File: src/rtl/vec_irq_pkg.sv
package vec_irq_pkg;
    localparam int unsigned LINES_DEF    = 8;
    localparam int unsigned AW_DEF       = 8;
    localparam int unsigned DW_DEF       = 8;
    localparam logic [7:0]  MASK_PORT_DEF = 8'hFE;
    localparam logic [7:0]  OPC_BASE_DEF  = 8'hC7;
    localparam int unsigned VEC_LSB_DEF  = 3;

    typedef enum logic {
        PH_IDLE  = 1'b0,
        PH_DRIVE = 1'b1
    } vec_phase_e;
endpackage

File: src/rtl/irq_mask_reg.sv
module irq_mask_reg #(
    parameter int unsigned LINES     = 8,
    parameter int unsigned AW        = 8,
    parameter logic [AW-1:0] PORT_ADDR = 8'hFE
) (
    input  logic             clk,
    input  logic             rst_n,
    input  logic             io_wr,
    input  logic [AW-1:0]    io_addr,
    input  logic [LINES-1:0] io_wdata,
    output logic [LINES-1:0] mask_q
);
    typedef struct packed {
        logic [LINES-1:0] mask;
    } mask_state_t;

    mask_state_t st_d, st_q;

    always_comb begin
        st_d = st_q;
        if (io_wr && (io_addr == PORT_ADDR)) begin
            st_d.mask = io_wdata;
        end
    end

    always_ff @(posedge clk) begin
        if (!rst_n) begin
            st_q <= '0;
        end else begin
            st_q <= st_d;
        end
    end

    assign mask_q = st_q.mask;
endmodule

File: src/rtl/irq_prio_enc.sv
module irq_prio_enc #(
    parameter int unsigned LINES = 8,
    localparam int unsigned IDXW = $clog2(LINES)
) (
    input  logic [LINES-1:0] req_n,
    input  logic [LINES-1:0] mask,
    input  logic             vec_en,
    output logic             any,
    output logic [IDXW-1:0]  num
);
    logic [LINES-1:0] live;

    for (genvar g = 0; g < LINES; g++) begin : g_gate
        assign live[g] = vec_en & ~req_n[g] & ~mask[g];
    end

    always_comb begin
        num = '0;
        for (int i = 0; i < LINES; i++) begin
            if (live[i]) begin
                num = IDXW'(i);
            end
        end
    end

    assign any = |live;
endmodule

File: src/rtl/irq_vec_hold.sv
module irq_vec_hold
    import vec_irq_pkg::*;
#(
    parameter int unsigned LINES    = 8,
    parameter int unsigned DW       = 8,
    parameter logic [DW-1:0] OPC_BASE = 8'hC7,
    parameter int unsigned VEC_LSB  = 3,
    localparam int unsigned IDXW    = $clog2(LINES)
) (
    input  logic            clk,
    input  logic            rst_n,
    input  logic            ack,
    input  logic            vec_en,
    input  logic [IDXW-1:0] enc_num,
    output logic            vec_oe,
    output logic [DW-1:0]   vec_data
);
    typedef struct packed {
        logic            ack_seen;
        vec_phase_e      phase;
        logic [IDXW-1:0] num;
    } hold_state_t;

    hold_state_t st_d, st_q;
    logic        ack_start;

    always_comb begin
        st_d          = st_q;
        ack_start     = ack & ~st_q.ack_seen;
        st_d.ack_seen = ack;
        if (ack_start) begin
            st_d.phase = vec_en ? PH_DRIVE : PH_IDLE;
            st_d.num   = enc_num;
        end else if (!ack) begin
            st_d.phase = PH_IDLE;
        end
    end

    always_ff @(posedge clk) begin
        if (!rst_n) begin
            st_q <= '{ack_seen: 1'b0, phase: PH_IDLE, num: '0};
        end else begin
            st_q <= st_d;
        end
    end

    assign vec_oe   = (st_q.phase == PH_DRIVE);
    assign vec_data = vec_oe ? (OPC_BASE | (DW'(st_q.num) << VEC_LSB)) : '0;
endmodule

File: src/rtl/vec_irq_encoder.sv
module vec_irq_encoder
    import vec_irq_pkg::*;
#(
    parameter int unsigned LINES     = LINES_DEF,
    parameter int unsigned AW        = AW_DEF,
    parameter int unsigned DW        = DW_DEF,
    parameter logic [AW-1:0] MASK_PORT = MASK_PORT_DEF,
    parameter logic [DW-1:0] OPC_BASE  = OPC_BASE_DEF,
    parameter int unsigned VEC_LSB   = VEC_LSB_DEF
) (
    input  logic             clk,
    input  logic             rst_n,
    input  logic [LINES-1:0] req_n,
    input  logic             io_wr,
    input  logic [AW-1:0]    io_addr,
    input  logic [LINES-1:0] io_wdata,
    input  logic             ack,
    input  logic             vec_en,
    output logic             irq,
    output logic [DW-1:0]    vec_data,
    output logic             vec_oe
);
    localparam int unsigned IDXW = $clog2(LINES);

    logic [LINES-1:0] mask_q;
    logic [IDXW-1:0]  enc_num;

    irq_mask_reg #(
        .LINES    (LINES),
        .AW       (AW),
        .PORT_ADDR(MASK_PORT)
    ) i_mask (
        .clk     (clk),
        .rst_n   (rst_n),
        .io_wr   (io_wr),
        .io_addr (io_addr),
        .io_wdata(io_wdata),
        .mask_q  (mask_q)
    );

    irq_prio_enc #(
        .LINES(LINES)
    ) i_enc (
        .req_n (req_n),
        .mask  (mask_q),
        .vec_en(vec_en),
        .any   (irq),
        .num   (enc_num)
    );

    irq_vec_hold #(
        .LINES   (LINES),
        .DW      (DW),
        .OPC_BASE(OPC_BASE),
        .VEC_LSB (VEC_LSB)
    ) i_hold (
        .clk     (clk),
        .rst_n   (rst_n),
        .ack     (ack),
        .vec_en  (vec_en),
        .enc_num (enc_num),
        .vec_oe  (vec_oe),
        .vec_data(vec_data)
    );
endmodule

File: config.mk
export PLATFORM = sky130hd
export DESIGN_NAME = vec_irq_encoder
export DESIGN_NICKNAME = d
export VERILOG_FILES = /design/src/rtl/vec_irq_pkg.sv /design/src/rtl/irq_mask_reg.sv /design/src/rtl/irq_prio_enc.sv /design/src/rtl/irq_vec_hold.sv /design/src/rtl/vec_irq_encoder.sv
export SDC_FILE = /design/constraint.sdc
export NUM_CORES = 1
export LEC_CHECK = 0
export ABC_AREA = 1
export ABC_CLOCK_PERIOD_IN_PS = 1370
export BUFFER_PORTS_ARGS = -buffer_cell sky130_fd_sc_hd__buf_2
export CAP_MARGIN = 20
export CORE_MARGIN = 10
export CORE_UTILIZATION = 48
export CTS_BUF_LIST = sky130_fd_sc_hd__clkbuf_8
export CTS_CLUSTER_DIAMETER = 200
export DETAILED_ROUTE_END_ITERATION = 8
export GPL_TIMING_DRIVEN = 0
export PLACE_DENSITY = 0.8
export REMOVE_ABC_BUFFERS = 1
export SLEW_MARGIN = 15
export SYNTH_ARGS = -nofsm -noshare
export SYNTH_HDL_FRONTEND = slang
export SYNTH_HIERARCHICAL = 1
export SYNTH_SLANG_ARGS = --single-unit
File: constraint.sdc
create_clock -name clk -period 1.37 [get_ports clk]
set_clock_uncertainty 0.1 [all_clocks]
set_input_delay 0.0685 -clock clk [delete_from_list [all_inputs] [get_ports clk]]
set_output_delay 0.0685 -clock clk [all_outputs]
set_load 0.02 [all_outputs]
Yosys cells after proc, flatten, opt, wreduce, memory -nomap -nowiden. Index checks and enable logic that the tools add are counted.

Eq/ne operators: 2. Mux-type cells: 11. Bitwise operators: 34. Reduce and logical (&&, ||, !) cells: 2.

Operator list (number): $and 1x1->1 (17); $not 1->1 (17); $mux 3 (4); $eq 8x8->1 const B (1); $mux 8 (1); $reduce_or 8->1 (1); $mux 1 (4); $mux 2 (2); $ne 2x1->1 const B (1); $logic_and 1x1->1 (1).

Register bits after elaboration: 13. Input bits: 29. Output and inout bits: 10. Logic and storage cells: 53.

Longest topological paths before layout. Gate-level depths: netlist of run 1.

Word-level depth: 10. Gate-level depth with buffers: 13. Mapped depth without buffers: 13.

By module. Netlist of run 1, hierarchy kept.

By module, submodules not included: irq_mask_reg (times used 1, cells an instance 74, area each 466.7 µm², sequential area each 160.2 µm²); irq_vec_hold (times used 1, cells an instance 39, area each 254.0 µm², sequential area each 100.1 µm²); irq_prio_enc (times used 1, cells an instance 32, area each 145.1 µm², sequential area each 0.0 µm²).

Worst setup path after synthesis of run 1. OpenSTA, ideal clock, no wires.

Path kind: reg-to-reg. Start: register i_mask.st_q (netlist bit i_mask/mask_q[5]). End: register i_hold/st_q[1] (netlist bit). Library setup time: 0.113 ns. Arrival: 0.994 ns. Data required time: 1.157 ns. Path slack: 0.163 ns. Cell stages (with the launch flop): 10. Buffers on the path: 0. Clock period less this slack: 1.207 ns. Cell sequence: dfxtp_1 -> or3_4 -> nand2_2 -> inv_2 -> nand2_2 -> nand2_1 -> inv_1 -> nand3_1 -> nand2_1 -> nor2_1.

Longest elaborated chain between the ends: 5.

RTL lines: start: declaration (line irq_mask_reg.sv:17) `mask_state_t st_d, st_q;`; start signal: assignment (line irq_mask_reg.sv:30) `st_q <= st_d;`; $not 1->1 (line irq_prio_enc.sv:14) `assign live[g] = vec_en & ~req_n[g] & ~mask[g];`; $and 1x1->1 (line irq_prio_enc.sv:14); $mux 3 (3 in a row) (line irq_prio_enc.sv:20) `if (live[i]) begin`; named net enc_num[1] (line vec_irq_encoder.sv:26) `logic [IDXW-1:0] enc_num;`; end signal: assignment (line irq_vec_hold.sv:41) `st_q <= '{ack_seen: 1'b0, phase: PH_IDLE, num: '0};`; end signal: assignment (line irq_vec_hold.sv:43) `st_q <= st_d;`; end: declaration (line irq_vec_hold.sv:24) `hold_state_t st_d, st_q;`.

The timed path passes the listed nets, and every way through them passes these cells. A chain may end at the register's enable or synchronous reset.

Worst setup path in the final report of run 1.
Start: register i_mask.st_q (netlist bit i_mask/mask_q[7]). End: output irq.

Longest elaborated chain between the ends: 3.

RTL lines: $not 1->1 (line irq_prio_enc.sv:14); $and 1x1->1 (line irq_prio_enc.sv:14); $reduce_or 8->1 (line irq_prio_enc.sv:26) `assign any = |live;`; end: declaration (line vec_irq_encoder.sv:19) `output logic irq,`.

Every way passes these cells.

==> results.cfg, run 1 <==
[status]
status = complete, but fails checks
violations = negative setup slack

[timing]
grt_setup_unrepaired = true
max_clock_freq_mhz = 719
setup_violations = 1
hold_viol_final = 0
fin_ws_ns = -0.0212
finalCriticalPeriod_ns = 1.39
hold_slack_ns = 0.00684
worst_pin_slew_ns = 0.260
final_max_slew_viol_count = 0
period_share_pct = 102
relSlewSlack_pct = 82.7

[finish]
diodes = 0
final_net_count = 211
syn2layout_area_growth_pct = 30.2
drive_gt1_share_pct = 34.8

[die]
die_h_um = 62.5
io_pins = 39
start_util_pct = 50.1
die_area_um2 = 3900
die_width_um = 62.5
core_area_um2 = 1730
num_rows = 15

[critical_path]
critPathLaunchType = flip-flop
path_class = flip-flop to output pin
cp.required_ns = 1.20
crit_fanout = 3
max_stage_delay_ns = 0.37
end_kind = output pin
path_buf_inv = 2
cp_slowest_cell = or3_4
critPathTopFamily = simple AND/OR/NAND/NOR gates
crit_chain = or3_4, nand2_2, inv_2, nand3_2, buf_6
cp.arrival_ns = 1.22

[placement]
portBuffers = 38
pre_cts_ws_ns = 0.0998
place_hpwl_um = 1660
gp_congestion = 0.837

[logic_synthesis]
synth_top_area_cell = dfxtp_1
async_flop_share_pct = 0
synth_area_leaders = dfxtp_1 (30%), nand2_1 (17%), inv_1 (16%)
syn_inst = 145
synth-edff-count = 0
syn_area_per_cell_um2 = 5.97
yosysWarnings = 6
ys_seq_elements = 13
synth_top_area_share_pct = 30.1
syn-cell-area_um2 = 866
synth_ff_type = dfxtp_1
yosysUniqueCellTypes = 18
seq_area_frac_synth_pct = 30.1

[route]
dr.pass1.iters = 4
avgRoutedWirePerCell_um = 9.83
wirelength_um = 2030
drt-vias-per-instance = 4.33
final_antenna_net_count = 0
drt_iter0_drc = 9
via_count = 892
drc_errors = 0

[clocking]
insertion_delay_ns = 0.24
ctsHoldBuffers = 0
cts_max_level = 1
cts_tree = built
root_buffer = clkbuf_8
cts_sinks = 13
cts.clk_slew.worst_paths_ns = 0.05
post-cts-setup-buffer-count = 0
numCtsBuffers = 3
cts_buffer_depth = 2

[worst_hold_path]
hp-class = input pin to flip-flop

[grt]
grt_max_degree = 13
overflow = 0
antenna_found_initial = 0
grt_pass1_wl_um = 3590
first_global_vias = 944
grt_usage_pct = 10.8

[power_and_ir_drop]
power_density_nw_per_um2 = 807
leakagePower_nw = 0.670
peakVddDrop_v = 0.000456
power_w = 0.000909

[job]
cap_violations = 0
==> kinds of logic (layout without fill, tap and decap cells) <==
logic type,count (synthesis),count (layout),synth area share [%]
compound gates,1,1,0.577
buf+inv,48,84,23.0
flops,13,13,30.1
simple gates,83,83,46.4
==> worst paths after layout <==
path                         end        startpoint  slack [ns]  cells after the start
setup / recovery             irq  i_mask/mask_q[7]       -0.02                      5
hold / removal     i_hold/vec_oe            vec_en       0.007                      3
setup reg to reg  i_hold/st_q[1]  i_mask/mask_q[5]        0.09                      9
hold reg to reg   i_hold/st_q[2]    i_hold/st_q[2]        0.38                      2
==> state kept, by name (all words and copies together) (netlist names) <==
| signal | cells |
|---|---|
| i_mask/mask_q | 8 |
| i_hold/st_q | 4 |
| i_hold/vec_oe | 1 |
==> cells in the final DEF, fill, tap and decap left out <==
| master | synthesis | final |
|---|---|---|
| inv_1 | 38 | 39 |
| nand2_1 | 40 | 38 |
| buf_2 | 0 | 37 |
| nor2_1 | 17 | 16 |
| dfxtp_1 | 13 | 11 |
| nand4_1 | 8 | 8 |
| nand2_2 | 3 | 5 |
| inv_2 | 4 | 4 |
| clkbuf_8 | 0 | 3 |
| or3_4 | 1 | 3 |
| nand3_1 | 4 | 3 |
| nor2_4 | 3 | 3 |
| nor2_2 | 1 | 2 |
| dfxtp_2 | 0 | 2 |
| nand3b_1 | 1 | 1 |
| nor3_1 | 2 | 1 |
| nor3_2 | 0 | 1 |
| nand3_2 | 0 | 1 |
| a21oi_1 | 1 | 1 |
| nand3_4 | 1 | 1 |
| buf_6 | 0 | 1 |
==> power by group <==
part	total, W	internal (W)	switching (W)
logic	0.000182	0.0000778	0.000104
clock network	0.000331	0.000198	0.000133
registers	0.000397	0.000389	0.00000749
total	0.000909	0.000665	0.000245
==> layout make-up <==
class,count,area [um^2]
fill,163,599
multi-input combinational,84,434
sequential,13,263
timing repair buffer,38,196
inverter,42,158
clock buffer,3,41.3
tap,25,31.3
clock inverter,1,3.75
==> tightest hold or removal path, cell delays in order <==
cell	delay, ns
buf_2	0.12
nand2_1	0.06
a21oi_1	0.05
==> stage by stage <==
step,area (um^2),util (%),TNS [ns],instances
after floorplan,825,-,-0.733,139
after global placement,1050,60.6,0,202
after detailed placement,1050,60.6,0,202
after CTS,1110,64.1,-0.0265,206
after global routing,1130,65.3,-0.0692,206
final,1130,65.3,-0.0212,206
==> per-layer routing <==
metal,GRT usage [%],part of all wire [%]
met5,0,0
met4,7.26,2.7
met2,19.1,48
met3,3.41,7.1
met1,10.4,42
==> cell usage after synthesis, types with 2 or more instances <==
| cell type | instances |
|---|---|
| inv_1 | 38 |
| nand2_1 | 40 |
| nand3_1 | 4 |
| or3_1 | 2 |
| buf_4 | 5 |
| nor2_1 | 17 |
| nor2_4 | 3 |
| nand4_1 | 8 |
| nand2_2 | 3 |
| dfxtp_1 | 13 |
| inv_2 | 4 |
| nor3_1 | 2 |
==> what timing repair did <==
action	4_1_cts	5_1_grt
hold endpoints to repair	0	0
pin swaps	0	2
setup endpoints to repair	1	3
gates resized for setup	4	7
No activity file was read; power rests on OpenSTA's default activity.
==> run 2: changes to the inputs <==
Settings changed: CELL_PAD_IN_SITES_DETAIL_PLACEMENT from default to 2, CELL_PAD_IN_SITES_GLOBAL_PLACEMENT from default to 2, CORE_UTILIZATION 48 to 23, HOLD_SLACK_MARGIN from default to 0.1.
==> run 2 against run 1 <==
Against the previous run:
- the flow still finishes with violations (negative setup slack)
- clock power grew 5%
- sequential share of layout area shrank 2.8 points
- sequential cell count is the same
- global-route usage shrank 0.53 points
- design area grew 14%
- cell count grew 17%
- utilization shrank 30 points
- power grew 6.7%
- combinational power grew 23%
- via count grew 12%
- largest power group unchanged
==> results.cfg, run 2 (synthesis gave the netlist of run 1 again) <==
[finish]
syn2layout_area_growth_pct = 48.1
final_core_util_pct = 35.0
stdcell_count = 240
diodes = 0
final_net_count = 222
largest_reg_flops = 8
drive_gt1_share_pct = 35.9
fill_cells = 466
final_cell_mix = inv_1 (38), nand2_1 (37), buf_2 (37)
final_common_cell = inv_1

[grt]
grt_usage_pct = 10.3
overflow = 0
first_global_vias = 1199
grt_max_degree = 13
grt_pass1_wl_um = 5440
antenna_found_initial = 0

[status]
violations = negative setup slack
status = complete, but fails checks

[worst_hold_path]
hp-class = input pin to flip-flop
worstHoldStart = io_wdata[6]
holdPathStages = 5
whs_endpoint = i_mask/mask_q[6]

[route]
drt_iter0_drc = 42
drc_errors = 0
avgRoutedWirePerCell_um = 13.8
drt-vias-per-instance = 4.17
dr.pass1.iters = 4
via_count = 1000
wirelength_um = 3310
final_antenna_net_count = 0

[die]
io_pins = 39
die_area_um2 = 6620
core_area_um2 = 3660
num_rows = 22
die_width_um = 81.4
start_util_pct = 23.7
die_h_um = 81.4

[placement]
gp_congestion = 0.767
dp.cells = 225
place_hpwl_um = 2560
portBuffers = 38
pre_cts_ws_ns = 0.0493

[timing]
relSlewSlack_pct = 74.9
final_max_slew_viol_count = 0
grt_setup_unrepaired = true
finalCriticalPeriod_ns = 1.41
fin_ws_ns = -0.0383
setup_violations = 1
hold_viol_final = 0
worst_pin_slew_ns = 0.373
max_clock_freq_mhz = 710
period_share_pct = 103

[critical_path]
worstSetupPathDepth = 5
cp_slowest_cell = or3_4
path_class = flip-flop to output pin
r2r-start = i_mask/mask_q[5]
rr_endpoint = i_hold/st_q[1]
crit_fanout = 3
max_stage_delay_ns = 0.37
cp.arrival_ns = 1.24
timing.reg2reg.setup_slack_ns = 0.05
r2r_cells = 9
end_kind = output pin
path_buf_inv = 2
crit_chain = or3_4, nand2_2, inv_2, nand3_2, buf_6
cp.required_ns = 1.20
critPathTopFamily = simple AND/OR/NAND/NOR gates
critPathLaunchType = flip-flop

[job]
cap_violations = 0

[clocking]
cts_buffer_depth = 2
root_buffer = clkbuf_8
cts_sinks = 13
cts.clk_slew.worst_paths_ns = 0.05
cts_tree = built
numCtsBuffers = 3
cts_max_level = 1
insertion_delay_ns = 0.25

[power_and_ir_drop]
power_density_nw_per_um2 = 757
peakVddDrop_v = 0.000260
leakagePower_nw = 0.721
==> run 2: repair_timing <==
action / CTS / global route
endpoints found under the setup margin: 1 / 4
hold endpoints to repair: 13 / 0
buffers inserted: 0 / 2
pin swaps: 0 / 3
hold buffers: 9 / 0
resized for setup: 8 / 9
==> run 2: how the worst max path moves through the flow <==
stage / from / endpoint / slack, ns
floorplan: i_hold/vec_oe / vec_data[3] / -0.19
global placement: i_mask/mask_q[5] / i_hold/st_q[1] / 0.11
detailed placement: i_mask/mask_q[5] / i_hold/st_q[1] / 0.05
CTS: i_mask/mask_q[5] / irq / -0.05
global route: i_mask/mask_q[5] / irq / -0.1
finish: i_mask/mask_q[5] / irq / -0.04
==> run 2: area by class of cell <==
cell class	instances	area, um^2	area share, %
well taps	48	60.1	4.68
flip-flops and latches	13	263	20.5
repair buffers	49	302	23.5
multi-input cells	84	455	35.5
clock inverters	1	3.75	0.293
clock buffers	3	41.3	3.22
inverters	42	158	12.3
==> run 2: worst min-delay path, cell delays in order <==
cell	delay (ns)
buf_2	0.08
inv_1	0.04
nand4_1	0.08
nand2_1	0.05
nor2_1	0.08
==> run 2: power breakdown <==
part           switching, W  total, W  leakage, nW  internal, W
logic              0.000123  0.000224        0.587     0.000101
clock network      0.000151  0.000349       0.0269     0.000198
registers        0.00000880  0.000398        0.107     0.000389
total              0.000283  0.000971        0.721     0.000688
==> run 2: metrics by stage <==
step / setup TNS (ns) / power, W / hold WS [ns] / area, um^2
2_1_floorplan: -0.733 / 0.000504 / 0.0797 / 825
3_3_place_gp: 0 / 0.000575 / 0.256 / 1070
3_5_place_dp: 0 / 0.000587 / 0.272 / 1070
4_1_cts: -0.0460 / 0.000964 / 0.108 / 1240
5_1_grt: -0.212 / 0.00103 / 0.151 / 1280
6_report: -0.0383 / 0.000971 / 0.0973 / 1280
==> run 2: layer usage <==
metal,GRT usage [%],part of all wire (%)
met5,0,0
met3,2.10,4.2
met1,10.6,37
met4,4.15,0.48
met2,19.5,58
==> run 3: changes to the inputs <==
Settings changed: ABC_CLOCK_PERIOD_IN_PS 1370 to 1700, CORE_UTILIZATION 23 to 25, PLACE_DENSITY 0.8 to 0.86.
Clock period 1.37 ns to 1.7 ns, I/O delays scaled along.
==> run 3 against run 2 <==
Against the previous run:
- the run now ends clean
- highest routed layer unchanged
- clock power decreased by 25%
- sequential power decreased by 19%
- largest power group unchanged
- worst setup slack improved by 0.18 ns
- sequential share of layout area increased by 1.2 points
- design area decreased by 6.6%
- routed wire length decreased by 6.9%
- via count decreased by 1.8%
- critical path type is now input pin to flip-flop
==> results.cfg, run 3 (synthesis gave the netlist of run 1 again) <==
[clocking]
ctsHoldBuffers = 8
cts.clk_slew.worst_paths_ns = 0.05
cts_max_level = 1
cts_tree = built
cts_sinks = 13
insertion_delay_ns = 0.24
post-cts-setup-buffer-count = 0
numCtsBuffers = 3
ctsResizeCount = 0
cts_buffer_depth = 2
root_buffer = clkbuf_8

[timing]
hold_slack_ns = 0.104
setup_violations = 0
relSlewSlack_pct = 81.4
max_clock_freq_mhz = 644
period_share_pct = 91.4
worst_pin_slew_ns = 0.279
final_max_slew_viol_count = 0
finalCriticalPeriod_ns = 1.55
tns_ns = 0
grt_setup_unrepaired = false
hold_viol_final = 0

[power_and_ir_drop]
power_density_nw_per_um2 = 620
leakagePower_nw = 0.697
peakVddDrop_v = 0.000185

[placement]
place_hpwl_um = 2570
gp_congestion = 0.723
portBuffers = 38

[grt]
antenna_found_initial = 0
first_global_vias = 1115
grt_usage_pct = 9.70
grt_pass1_wl_um = 4990
overflow = 0
grt_max_degree = 13

[route]
via_count = 982
drc_errors = 0
drt-vias-per-instance = 4.18
final_antenna_net_count = 0
drt_iter0_drc = 24
wirelength_um = 3080
dr.pass1.iters = 4
avgRoutedWirePerCell_um = 13.1

[critical_path]
max_stage_delay_ns = 0.57
critPathTopFamily = buffers and inverters
end_kind = flip-flop
path_class = input pin to flip-flop
path_buf_inv = 3
cp.arrival_ns = 1.63
cp.required_ns = 1.78
critPathLaunchType = input pin
crit_fanout = 12
cp_common_cell = dlygate4sd3_1
crit_chain = dlygate4sd3_1, buf_2, nand2_1, a21oi_1, dlygate4sd3_1
cp_slowest_cell = dlygate4sd3_1

[status]
status = completed

[die]
die_width_um = 78.9
die_h_um = 78.9
start_util_pct = 25.9
core_area_um2 = 3340
num_rows = 21
io_pins = 39
die_area_um2 = 6220

[finish]
final_cell_mix = nand2_1 (40), inv_1 (39), buf_2 (38)
final_net_count = 219
drive_gt1_share_pct = 28.6
diodes = 0
syn2layout_area_growth_pct = 38.3
final_core_util_pct = 35.9
largest_reg_flops = 8
final_common_cell = nand2_1
fill_cells = 435

[job]
cap_violations = 0

[worst_hold_path]
hp-class = input pin to flip-flop
run 3: cell type report:
type	count	area, um^2	share of cell area, %
flip-flops and latches	13	260	21.7
multi-input cells	84	407	34.0
inverters	42	158	13.2
repair buffers	46	270	22.6
well taps	46	57.6	4.81
clock inverters	1	3.75	0.313
clock buffers	3	41.3	3.45
run 3: final timing paths:
check,depth (start not counted),from,slack [ns],end
max,5,rst_n,0.15,i_hold/vec_oe
min,5,io_wdata[3],0.10,i_mask/mask_q[3]
max reg2reg,3,i_hold/vec_oe,0.28,i_hold/vec_oe
min reg2reg,2,i_hold/st_q[1],0.40,i_hold/st_q[1]
run 3: layer usage:
metal,global-route usage [%],wire length [um]
met5,0,0
met4,2.69,29
met3,3.04,180
met2,21.4,1840
met1,7.65,1030
run 3: per-stage QoR:
step / power, W / instance area [um^2] / std cells / worst slack [ns]
after CTS: 0.000752 / 1200 / 235 / 0.135
after global routing: 0.000786 / 1200 / 235 / 0.0939
after global placement: 0.000463 / 1070 / 223 / 0.439
final: 0.000742 / 1200 / 235 / 0.146
after detailed placement: 0.000474 / 1070 / 223 / 0.376
after floorplan: 0.000406 / 825 / 139 / 0.121
run 3: where the power goes:
group	switching [W]	internal, W	total, W
Sequential	0.00000684	0.000314	0.000321
Clock	0.000103	0.000159	0.000262
Combinational	0.0000904	0.0000690	0.000159
run 3: worst reg2reg max path, delay by kind of cell (launching register included):
kind                   cells  cell delay (ns)
and+or+nand+nor            1             0.08
buffers and inverters      1             0.57
DFF                        1             0.47
AOI/OAI and AO/OA          1             0.14
